## src/rtl/simt_div_pkg.sv

```systemverilog
package simt_div_pkg;

   // Classification of one branch against the active mask
   typedef enum logic [1:0] {
      BK_NOP       = 2'd0,   // no active lane
      BK_TAKEN     = 2'd1,   // every active lane taken
      BK_NOT_TAKEN = 2'd2,   // no active lane taken
      BK_SPLIT     = 2'd3    // active lanes disagree
   } br_kind_e;

endpackage

```

## src/rtl/simt_br_classify.sv

```systemverilog
module simt_br_classify
   import simt_div_pkg::*;
#(
   parameter int LANES = 32
) (
   input  logic [LANES-1:0] act_mask,
   input  logic [LANES-1:0] pred,
   output logic [LANES-1:0] then_mask,
   output logic [LANES-1:0] else_mask,
   output br_kind_e         kind
);

   assign then_mask = pred & act_mask;
   assign else_mask = ~pred & act_mask;

   always_comb begin
      if (act_mask == '0)       kind = BK_NOP;
      else if (else_mask == '0) kind = BK_TAKEN;
      else if (then_mask == '0) kind = BK_NOT_TAKEN;
      else                      kind = BK_SPLIT;
   end

endmodule

```

## src/rtl/simt_div_stack.sv

```systemverilog
module simt_div_stack #(
   parameter int DEPTH = 8,
   parameter int EW    = 97,   // entry width, bit 0 is the pass-done flag
   localparam int DW   = $clog2(DEPTH + 1),
   localparam int IW   = (DEPTH > 1) ? $clog2(DEPTH) : 1
) (
   input  logic          clk,
   input  logic          rst_n,
   input  logic          clr,
   input  logic          push,
   input  logic          pop,
   input  logic          mark,
   input  logic [EW-1:0] push_data,
   output logic [EW-1:0] top_data,
   output logic [DW-1:0] depth,
   output logic          empty,
   output logic          full
);

   logic [DW-1:0] sp_q;
   logic [DW-1:0] top_idx;
   logic [EW-1:0] slot_rd [DEPTH];

   assign depth   = sp_q;
   assign empty   = (sp_q == '0);
   assign full    = (sp_q == DW'(DEPTH));
   assign top_idx = sp_q - DW'(1);

   always_ff @(posedge clk or negedge rst_n) begin
      if (!rst_n)                sp_q <= '0;
      else if (clr)              sp_q <= '0;
      else if (push && !full)    sp_q <= sp_q + DW'(1);
      else if (pop && !empty)    sp_q <= sp_q - DW'(1);
   end

   for (genvar s = 0; s < DEPTH; s++) begin : g_slot
      logic [EW-1:0] q;
      always_ff @(posedge clk or negedge rst_n) begin
         if (!rst_n)
            q <= '0;
         else if (!clr && push && !full && sp_q == DW'(s))
            q <= push_data;
         else if (!clr && mark && sp_q == DW'(s + 1))
            q[0] <= 1'b1;
      end
      assign slot_rd[s] = q;
   end

   assign top_data = empty ? '0 : slot_rd[top_idx[IW-1:0]];

endmodule

```

## src/rtl/simt_div_unit.sv

```systemverilog
module simt_div_unit
   import simt_div_pkg::*;
#(
   parameter int          LANES    = 32,
   parameter int          PCW      = 16,
   parameter int          DEPTH    = 8,
   parameter logic [15:0] RESET_PC = 16'h0000,
   localparam int         EW       = 2 * LANES + 2 * PCW + 1,
   localparam int         DW       = $clog2(DEPTH + 1)
) (
   input  logic             clk,
   input  logic             rst_n,
   input  logic             launch,
   input  logic [PCW-1:0]   launch_pc,
   input  logic [LANES-1:0] launch_mask,
   input  logic             adv,
   input  logic             br_valid,
   input  logic [LANES-1:0] br_pred,
   input  logic [PCW-1:0]   br_target,
   input  logic [PCW-1:0]   br_fall,
   input  logic [PCW-1:0]   br_reconv,
   output logic [PCW-1:0]   pc_o,
   output logic [LANES-1:0] mask_o,
   output logic             overflow_o
);

   if (LANES < 1) begin : g_bad_lanes
      $error("LANES must be at least 1");
   end
   if (PCW < 2) begin : g_bad_pcw
      $error("PCW must be at least 2");
   end
   if (DEPTH < 1) begin : g_bad_depth
      $error("DEPTH must be at least 1");
   end

   typedef struct packed {
      logic [LANES-1:0] full_m;
      logic [LANES-1:0] else_m;
      logic [PCW-1:0]   fall;
      logic [PCW-1:0]   reconv;
      logic             done;
   } div_ent_t;

   logic [PCW-1:0]   pc_q, pc_n, cand_pc;
   logic [LANES-1:0] mask_q, mask_n, then_m, else_m;
   logic             ovf_q, ovf_set, cand_v;
   br_kind_e         kind;
   logic             stk_push, stk_pop, stk_mark, stk_empty, stk_full;
   logic [DW-1:0]    stk_depth;
   logic [EW-1:0]    top_raw;
   div_ent_t         top_e, push_e;

   simt_br_classify #(.LANES(LANES)) cls_i (
      .act_mask  (mask_q),
      .pred      (br_pred),
      .then_mask (then_m),
      .else_mask (else_m),
      .kind      (kind)
   );

   simt_div_stack #(.DEPTH(DEPTH), .EW(EW)) stk_i (
      .clk       (clk),
      .rst_n     (rst_n),
      .clr       (launch),
      .push      (stk_push),
      .pop       (stk_pop),
      .mark      (stk_mark),
      .push_data (push_e),
      .top_data  (top_raw),
      .depth     (stk_depth),
      .empty     (stk_empty),
      .full      (stk_full)
   );

   assign top_e = top_raw;

   always_comb begin
      pc_n     = pc_q;
      mask_n   = mask_q;
      stk_push = 1'b0;
      stk_pop  = 1'b0;
      stk_mark = 1'b0;
      ovf_set  = 1'b0;
      push_e   = '0;
      cand_v   = 1'b0;
      cand_pc  = pc_q;
      if (launch) begin
         pc_n   = launch_pc;
         mask_n = launch_mask;
      end else if (br_valid) begin
         unique case (kind)
            BK_NOP, BK_NOT_TAKEN: begin
               cand_v  = 1'b1;
               cand_pc = br_fall;
            end
            BK_TAKEN: begin
               cand_v  = 1'b1;
               cand_pc = br_target;
            end
            default: begin
               if (stk_full) begin
                  ovf_set = 1'b1;
                  cand_v  = 1'b1;
                  cand_pc = br_fall;
               end else if (br_target != br_reconv) begin
                  stk_push = 1'b1;
                  push_e   = '{full_m: mask_q, else_m: else_m, fall: br_fall,
                               reconv: br_reconv, done: 1'b0};
                  pc_n     = br_target;
                  mask_n   = then_m;
               end else if (br_fall != br_reconv) begin
                  stk_push = 1'b1;
                  push_e   = '{full_m: mask_q, else_m: else_m, fall: br_fall,
                               reconv: br_reconv, done: 1'b1};
                  pc_n     = br_fall;
                  mask_n   = else_m;
               end else begin
                  pc_n = br_reconv;
               end
            end
         endcase
      end else if (adv) begin
         cand_v  = 1'b1;
         cand_pc = pc_q + PCW'(1);
      end

      if (cand_v) begin
         pc_n = cand_pc;
         if (!stk_empty && cand_pc == top_e.reconv) begin
            if (!top_e.done && top_e.fall != top_e.reconv) begin
               stk_mark = 1'b1;
               pc_n     = top_e.fall;
               mask_n   = top_e.else_m;
            end else begin
               stk_pop = 1'b1;
               mask_n  = top_e.full_m;
            end
         end
      end
   end

   always_ff @(posedge clk or negedge rst_n) begin
      if (!rst_n) begin
         pc_q   <= RESET_PC[PCW-1:0];
         mask_q <= '1;
         ovf_q  <= 1'b0;
      end else begin
         pc_q   <= pc_n;
         mask_q <= mask_n;
         if (ovf_set) ovf_q <= 1'b1;
      end
   end

   assign pc_o       = pc_q;
   assign mask_o     = mask_q;
   assign overflow_o = ovf_q;

endmodule

```

## config.mk

```make
export PLATFORM = sky130hd
export DESIGN_NAME = simt_div_unit
export DESIGN_NICKNAME = d
export VERILOG_FILES = /design/src/rtl/simt_div_pkg.sv /design/src/rtl/simt_br_classify.sv /design/src/rtl/simt_div_stack.sv /design/src/rtl/simt_div_unit.sv
export SDC_FILE = /design/constraint.sdc
export NUM_CORES = 2
export LEC_CHECK = 0
export ABC_CLOCK_PERIOD_IN_PS = 8400
export CAP_MARGIN = 20
export CORE_ASPECT_RATIO = 2
export CORE_MARGIN = 2
export CORE_UTILIZATION = 45
export CTS_CLUSTER_SIZE = 10
export DETAILED_ROUTE_END_ITERATION = 7
export DONT_BUFFER_PORTS = 1
export HOLD_SLACK_MARGIN = 0.08
export SLEW_MARGIN = 20
export SYNTH_ARGS = -nofsm -noshare
export SYNTH_HDL_FRONTEND = slang
export SYNTH_SLANG_ARGS = --single-unit
```

## constraint.sdc

```tcl
create_clock -name clk -period 8.4 [get_ports clk]
set_input_delay 1.68 -clock clk [delete_from_list [all_inputs] [get_ports clk]]
set_output_delay 1.68 -clock clk [all_outputs]
set_load 0.02 [all_outputs]
```

Yosys cells after proc, flatten, opt, wreduce, memory -nomap -nowiden
Index checks and enable logic that the tools add are counted.
{"block": "op_classes", "eq_ne": 16, "bitwise_logic": 4, "add_sub_neg": 3, "n_reduce_logical": 45, "mux": 75, "magnitude_cmp": 1}
{"operator": "$mux 97", "count": 9}
{"operator": "$bmux 97 s3", "count": 1}
{"operator": "$mux 32", "count": 9}
{"operator": "$mux 16", "count": 13}
{"operator": "$logic_not 32->1", "count": 3}
{"operator": "$and 32x32->32", "count": 2}
{"operator": "$ne 16x16->1", "count": 3}
{"operator": "$mux 1", "count": 37}
{"operator": "$not 32->32", "count": 1}
{"operator": "$pmux 16 s2", "count": 1}
{"operator": "$logic_and 1x1->1", "count": 23}
{"operator": "$add 16x1->16 const B", "count": 1}
{"operator": "$eq 16x16->1", "count": 1}
{"operator": "$eq 4x3->1 const B", "count": 4}
{"operator": "$reduce_bool 2->1", "count": 8}
{"operator": "$mux 4", "count": 3}
{"operator": "$eq 4x2->1 const B", "count": 2}
{"operator": "$reduce_bool 3->1", "count": 2}
{"operator": "$add 4x1->4 const B", "count": 1}
{"operator": "$eq 4x1->1 const B", "count": 1}
{"operator": "$eq 4x4->1 const B", "count": 1}
{"operator": "$ge 4x4->1 const B", "count": 1}
{"operator": "$logic_not 1->1", "count": 4}
{"operator": "$logic_not 4->1", "count": 1}
{"operator": "other kinds (11)", "count": 12}
{"block": "totals", "out_inout_bits": 49, "word_cells": 164, "reg_bits": 829, "input_bits": 133}

Longest topological paths before layout
{"block": "depth", "depth_word": 18, "mapped_depth": 22, "mapped_depth_nobuf": 13}

By module
A second synthesis with hierarchy kept.
{"block": "unflattened", "cells_unflattened": 3058, "hier_area_um2": 41499.8}
{"mod": "simt_div_stack", "cells_each": 2274, "area_per_inst_um2": 35088.7, "seq_area_each_um2": 19518.7, "instances": 1}
{"mod": "simt_div_unit", "cells_each": 696, "area_per_inst_um2": 5844.4, "seq_area_each_um2": 1266.2, "instances": 1}
{"mod": "simt_br_classify", "cells_each": 88, "area_per_inst_um2": 566.8, "seq_area_each_um2": 0.0, "instances": 1}

Worst setup path before layout
Ideal clock, no wire load.
{"block": "synth_path", "path_kind": "input to register", "start": "input port br_pred[31]", "end": "register pc_q[14], in the netlist pc_o[14]", "path_buffers": 2, "required_time_ps": 8274, "stages": 13, "arrival_ps": 4719, "path_slack_ps": 3555, "setup_time_ps": 126, "path_cell_list": "nand2b_1 and4_1 nand4_2 buf_6 nor2_8 nor4_1 or4_1 a32o_1 nand4b_1 or4_4 buf_6 mux2i_1 a221o_1"}
{"block": "synth_via", "elab_chain_len": 14, "word_cells_on_any_way": 28, "classes_between": "eq/ne (5); mux (12); bitwise (3); reduce/logical (8)"}
{"item": "start: declaration", "line_no": "simt_div_unit.sv:18", "text": "input logic [LANES-1:0] br_pred,"}
{"item": "$and 32x32->32 / $not 32->32 (equally long branches)", "line_no": "simt_br_classify.sv:13, simt_br_classify.sv:14"}
{"item": "$logic_not 32->1 / $and 32x32->32 (equally long branches)", "line_no": "simt_br_classify.sv:19, simt_br_classify.sv:14"}
{"item": "$mux 1 / $logic_not 32->1 (equally long branches)", "line_no": "simt_br_classify.sv:19, simt_br_classify.sv:18"}
{"item": "$mux 2 *", "line_no": "simt_br_classify.sv:18", "text": "else if (else_mask == '0) kind = BK_TAKEN;"}
{"item": "$mux 2 *", "line_no": "simt_br_classify.sv:17", "text": "if (act_mask == '0) kind = BK_NOP;"}
{"item": "$eq 2x2->1 / $logic_not 2->1 (equally long branches)", "line_no": "simt_div_unit.sv:92", "text": "unique case (kind)"}
{"item": "$reduce_or 2->1"}
{"item": "$pmux 16 s2", "line_no": "simt_div_unit.sv:92"}
{"item": "$mux 16", "line_no": "simt_div_unit.sv:91", "text": "end else if (br_valid) begin"}
{"item": "$mux 16", "line_no": "simt_div_unit.sv:88", "text": "if (launch) begin"}
{"item": "$eq 16x16->1", "line_no": "simt_div_unit.sv:130", "text": "if (!stk_empty && cand_pc == top_e.reconv) begin"}
{"item": "$logic_and 1x1->1", "line_no": "simt_div_unit.sv:130"}
{"item": "$mux 16", "line_no": "simt_div_unit.sv:130"}
{"item": "$mux 16", "line_no": "simt_div_unit.sv:128", "text": "if (cand_v) begin"}
{"item": "end signal: assignment", "line_no": "simt_div_unit.sv:145", "text": "pc_q <= RESET_PC[PCW-1:0];"}
{"item": "end signal: assignment", "line_no": "simt_div_unit.sv:149", "text": "pc_q <= pc_n;"}
{"item": "end: declaration", "line_no": "simt_div_unit.sv:45", "text": "logic [PCW-1:0] pc_q, pc_n, cand_pc;"}
Every way passes the cells marked *; elsewhere a longest branch is shown, timed or not.
A chain may end at the register's enable or synchronous reset.

Final worst setup path
{"block": "layout_path", "start": "register stk_i.sp_q[0], in the netlist stk_i.depth[0]", "end": "register mask_q[7], in the netlist mask_o[7]"}
{"block": "layout_via", "elab_chain_len": 11, "word_cells_on_any_way": 29, "classes_between": "add/sub (1); eq/ne (3); mux (19); bitwise (1); reduce/logical (5)"}
{"item": "start: declaration", "line_no": "simt_div_stack.sv:20", "text": "logic [DW-1:0] sp_q;"}
{"item": "start signal: assignment", "line_no": "simt_div_stack.sv:32", "text": "else if (push && !full) sp_q <= sp_q + DW'(1);"}
{"item": "start signal: assignment", "line_no": "simt_div_stack.sv:33", "text": "else if (pop && !empty) sp_q <= sp_q - DW'(1);"}
{"item": "$sub 4x1->4", "line_no": "simt_div_stack.sv:27", "text": "assign top_idx = sp_q - DW'(1);"}
{"item": "$not 3->4 (implied by the code)", "line_no": "simt_div_stack.sv:49", "text": "assign top_data = empty ? '0 : slot_rd[top_idx[IW-1:0]];"}
{"item": "$bmux 97 s3", "line_no": "simt_div_stack.sv:49"}
{"item": "$mux 97 (implied by the code) (2 in series)", "line_no": "simt_div_stack.sv:49"}
{"item": "$mux 97", "line_no": "simt_div_stack.sv:49"}
{"item": "$ne 16x16->1 / $logic_not 1->1 (equally long branches)", "line_no": "simt_div_unit.sv:131", "text": "if (!top_e.done && top_e.fall != top_e.reconv) begin"}
{"item": "$logic_and 1x1->1", "line_no": "simt_div_unit.sv:131"}
{"item": "$mux 32", "line_no": "simt_div_unit.sv:131"}
{"item": "$mux 32", "line_no": "simt_div_unit.sv:130"}
{"item": "$mux 32 *", "line_no": "simt_div_unit.sv:128"}
{"item": "via mask_n[7]", "line_no": "simt_div_unit.sv:46", "text": "logic [LANES-1:0] mask_q, mask_n, then_m, else_m;"}
{"item": "end signal: assignment", "line_no": "simt_div_unit.sv:150", "text": "mask_q <= mask_n;"}
{"item": "end: declaration", "line_no": "simt_div_unit.sv:46"}
Mark *: on every way through the listed nets, which the timed path passes. The rest lies on a longest branch. The select of a mux whose other input is x is not followed.

==> flow_summary.json <==
{
  "outcome": "finished clean",
  "post_synth_and_or_nand_nor_area_fraction_pct": 8.912,
  "totalWireLength_um": 136800,
  "wire_length_of_the_first_global_routing_pass_um": 201800,
  "cts_root_buf": "sky130_fd_sc_hd__clkbuf_16",
  "post_synth_xor_area_fraction_pct": 1.135,
  "critical_path_peak_fanout": 131,
  "max_freq_mhz": 152.2,
  "area.growth.synth_to_final_pct": 8.888,
  "fin_setup_tns_ns": 0,
  "final_area_mm2": 0.04513,
  "vias_per_cell": 6.273,
  "required_ns": 8.98,
  "place_congestion": 0.9957,
  "synth_top_family_by_area": "multiplexers",
  "post_route_cells_drive_above_1_share_pct": 29.50,
  "yosysSeqAreaShare_pct": 50.15,
  "clk_sink_count": 829,
  "die_width_um": 218.6,
  "yosys_warnings": 0,
  "first_global_vias": 30238,
  "hold_slack_ns": 0.4748,
  "synth-edff-count": 0,
  "grt_antenna_before_repair": 7,
  "period_utilization_post_route_pct": 78.23,
  "worstMarginPinSlew_ns": 1.197,
  "initial_core_util_pct": 45.37,
  "rows": 157,
  "setup.reg_to_reg.worst_slack_ns": 1.83,
  "postSynthCellCount": 3446,
  "clkTransAtPathRegs_ns": 0.06,
  "cts.path.max_buffers": 3,
  "synth_compound_gate_area_share_pct": 8.967,
  "placeable_area_mm2": 0.09134,
  "total_nets_after_synthesis": 3584,
  "dp.final_hpwl_um": 89330,
  "synth_cell_type_count": 95,
  "wl_per_cell_um": 30.25,
  "maxSlewViolCount": 0,
  "cp_data_arrival_time_ns": 7.15,
  "worst_r2r_path_depth": 13,
  "syn_area_mm2": 0.04144,
  "power_density_mw_per_mm2": 339.0,
  "drt_first_pass_iters": 5,
  "global_route.usage.total_pct": 29.21,
  "post-route-min-period_ns": 6.571,
  "vias_after_detailed_routing": 28358,
  "finalNetCount": 3418,
  "rsz0062_at_grt": "false",
  "leading_register_cell_type_out_of_synthesis": "sky130_fd_sc_hd__dfrtp_1",
  "critPathLaunchType": "flip-flop",
  "grt_overflow_total": 0,
  "report.final.hold_viol_count": 0,
  "multiplexer_share_of_the_synthesized_area_pct": 27.25,
  "drt-initial-drc-count": 2154,
  "clock_skew_ns": 0.02787,
  "final.fill_count": 8069,
  "die_area_mm2": 0.09469,
  "cts_inserted_buffers": 93,
  "timing.critical_path.to_type": "flip-flop",
  "htree_levels": 3,
  "asyncSetResetFlopFracSynth_pct": 100.0,
  "power_leakage_nw": 19.64,
  "min-delay-path-class": "flip-flop to flip-flop",
  "synth.ff_latch_count": 829,
  "hold-path-cell-count": 2,
  "placed_cell_area_mm2": 0.04237,
  "floorplan.io_pins": 182,
  "synth_fa_ha_area_share_pct": 0.1510,
  "ctsHoldBuffers": 0,
  "criticalPathCategory": "flip-flop to flip-flop",
  "worst_vdd_ir_mv": 0.2695,
  "dieHeight_um": 433.2,
  "io_buffers": 0,
  "setup_viol": 0,
  "syn_avg_cell_area_um2": 12.03,
  "cap_violations": 0,
  "post-cts-setup-buffer-count": 0,
  "maxSlewHeadroom_pct": 17.95,
  "drt_drc_violations_left": 0,
  "route.antenna.remaining_nets": 0,
  "cts_tree": "built",
  "grt_max_degree": 830,
  "worst_skew_pair.late_latency_ns": 0.69,
  "post_cts.resized_instances": 0
}
## cell usage after synthesis (33+ instances only)
cell type | number | share of area (%)
sky130_fd_sc_hd__nand2_1 | 384 | 3.5
sky130_fd_sc_hd__buf_1 | 33 | 0.30
sky130_fd_sc_hd__clkbuf_1 | 222 | 2.0
sky130_fd_sc_hd__nand3_1 | 35 | 0.42
sky130_fd_sc_hd__a211oi_1 | 39 | 0.71
sky130_fd_sc_hd__nor3_1 | 38 | 0.46
sky130_fd_sc_hd__buf_2 | 50 | 0.60
sky130_fd_sc_hd__mux2i_1 | 84 | 2.0
sky130_fd_sc_hd__mux4_2 | 176 | 9.6
sky130_fd_sc_hd__dfrtp_1 | 797 | 48
sky130_fd_sc_hd__nor2_1 | 96 | 0.87
sky130_fd_sc_hd__o21ai_0 | 332 | 4.0
sky130_fd_sc_hd__nand2b_1 | 35 | 0.53
sky130_fd_sc_hd__mux2_2 | 557 | 15
sky130_fd_sc_hd__a21oi_1 | 105 | 1.3
sky130_fd_sc_hd__xnor2_1 | 40 | 0.85
## cell families (layout without fill, tap and decap cells)
logic type | after synthesis | after routing
other | 0 | 4
muxes | 827 | 827
buffers and inverters | 340 | 219
AOI/OAI and AO/OA | 634 | 634
and+or+nand+nor | 759 | 759
adders and majority gates | 5 | 5
xor gates and xnor gates | 52 | 52
DFF | 829 | 829
## per-stage QoR
step / utilization, % / total power [mW] / setup WS [ns] / instances
6_report: 49.40 / 15.30 / 1.829 / 4521
5_1_grt: 49.40 / 16.04 / 1.615 / 4518
4_1_cts: 49.27 / 15.32 / 1.832 / 4513
3_5_place_dp: 46.38 / 11.59 / 1.892 / 4373
3_3_place_gp: 46.34 / 11.33 / 1.806 / 4371
2_1_floorplan: - / 9.733 / 3.555 / 3446
## path summary, 6_finish.rpt
check                                 startpoint                     to
setup reg to reg                  stk_i.depth[0]              mask_o[7]
hold / removal             stk_i.g_slot[6].q[42]  stk_i.g_slot[6].q[42]
max in group asynchronous                  rst_n  stk_i.g_slot[5].q[15]
min in group asynchronous                  rst_n  stk_i.g_slot[6].q[81]
setup / recovery                  stk_i.depth[0]              mask_o[7]
hold reg to reg            stk_i.g_slot[6].q[42]  stk_i.g_slot[6].q[42]
## registers in the layout, indices dropped and copies added, names as in the netlist
register and count:
stk_i.g_slot.q 776, mask_o 32, pc_o 16, stk_i.depth 4
overflow_o 1
## layer usage
metal | track usage (%) | up-vias | part of all wire (%)
met4 | 16.22 | 6 | 6.1
li1 | - | 12253 | -
met3 | 6.428 | 316 | 7.1
met5 | 0 | - | 0.032
met2 | 51.21 | 1058 | 51
met1 | 32.62 | 14725 | 36
## placed cells by master, fill, tap and decap left out, types with 7 or more instances in the layout
| cell type | count |
|---|---|
| sky130_fd_sc_hd__or4_1 | 7 |
| sky130_fd_sc_hd__buf_12 | 12 |
| sky130_fd_sc_hd__nand3_4 | 7 |
| sky130_fd_sc_hd__xnor2_1 | 40 |
| sky130_fd_sc_hd__xor2_1 | 10 |
| sky130_fd_sc_hd__and3_1 | 16 |
| sky130_fd_sc_hd__nand3_1 | 28 |
| sky130_fd_sc_hd__o22ai_1 | 7 |
| sky130_fd_sc_hd__o31ai_1 | 7 |
| sky130_fd_sc_hd__o21ai_0 | 332 |
| sky130_fd_sc_hd__a211oi_1 | 39 |
| sky130_fd_sc_hd__a21oi_1 | 105 |
| sky130_fd_sc_hd__nor3_1 | 36 |
| sky130_fd_sc_hd__nor2_1 | 96 |
| sky130_fd_sc_hd__buf_4 | 41 |
| sky130_fd_sc_hd__and4_1 | 15 |
| sky130_fd_sc_hd__clkbuf_16 | 94 |
| sky130_fd_sc_hd__o21ai_1 | 17 |
| sky130_fd_sc_hd__nor2b_1 | 13 |
| sky130_fd_sc_hd__a22o_1 | 8 |
| sky130_fd_sc_hd__nand4_1 | 26 |
| sky130_fd_sc_hd__nand2b_1 | 35 |
| sky130_fd_sc_hd__a31oi_1 | 14 |
| sky130_fd_sc_hd__clkbuf_1 | 37 |
| sky130_fd_sc_hd__inv_1 | 20 |
| sky130_fd_sc_hd__nand3b_1 | 7 |
| sky130_fd_sc_hd__dfstp_2 | 32 |
| sky130_fd_sc_hd__dfrtp_1 | 796 |
| sky130_fd_sc_hd__nand2_1 | 382 |
| sky130_fd_sc_hd__nor4_1 | 26 |
| sky130_fd_sc_hd__a22oi_1 | 20 |
| sky130_fd_sc_hd__mux4_2 | 176 |
| sky130_fd_sc_hd__mux2_2 | 557 |
| sky130_fd_sc_hd__nor3b_1 | 10 |
| sky130_fd_sc_hd__a221oi_1 | 19 |
| sky130_fd_sc_hd__mux2i_1 | 84 |
## power by group
part / switching (mW) / internal [mW]
Sequential: 0.863 / 5.42
Combinational: 2.84 / 2.48
Clock: 1.61 / 2.08
Total: 5.31 / 9.98
## critical path, stage by stage, from the launching register on
cell and delay [ns]:
sky130_fd_sc_hd__dfrtp_4 0.80, sky130_fd_sc_hd__inv_1 0.33, sky130_fd_sc_hd__ha_4 0.66, sky130_fd_sc_hd__buf_12 0.72, sky130_fd_sc_hd__mux4_2 0.42, sky130_fd_sc_hd__a22oi_1 0.73
sky130_fd_sc_hd__xnor2_1 0.19, sky130_fd_sc_hd__nand2_1 0.09, sky130_fd_sc_hd__a2111oi_2 0.80, sky130_fd_sc_hd__a41oi_4 0.22, sky130_fd_sc_hd__buf_12 0.28, sky130_fd_sc_hd__mux2_2 0.37
sky130_fd_sc_hd__o21ai_0 0.49, sky130_fd_sc_hd__a21oi_1 0.15
## final cells by class
type                    count  area [um^2]  area share [%]
diodes                      4        10.01         0.02218
clock inverters             8        135.1          0.2994
well taps                1192         1491           3.305
repair buffers             58        685.7           1.519
clock buffers             132         2505           5.551
inverters                  21        78.83          0.1747
multi-input cells        2277        19430           43.06
flip-flops and latches    829        20790           46.07
Note: power is estimated with default switching activity, not from simulation.
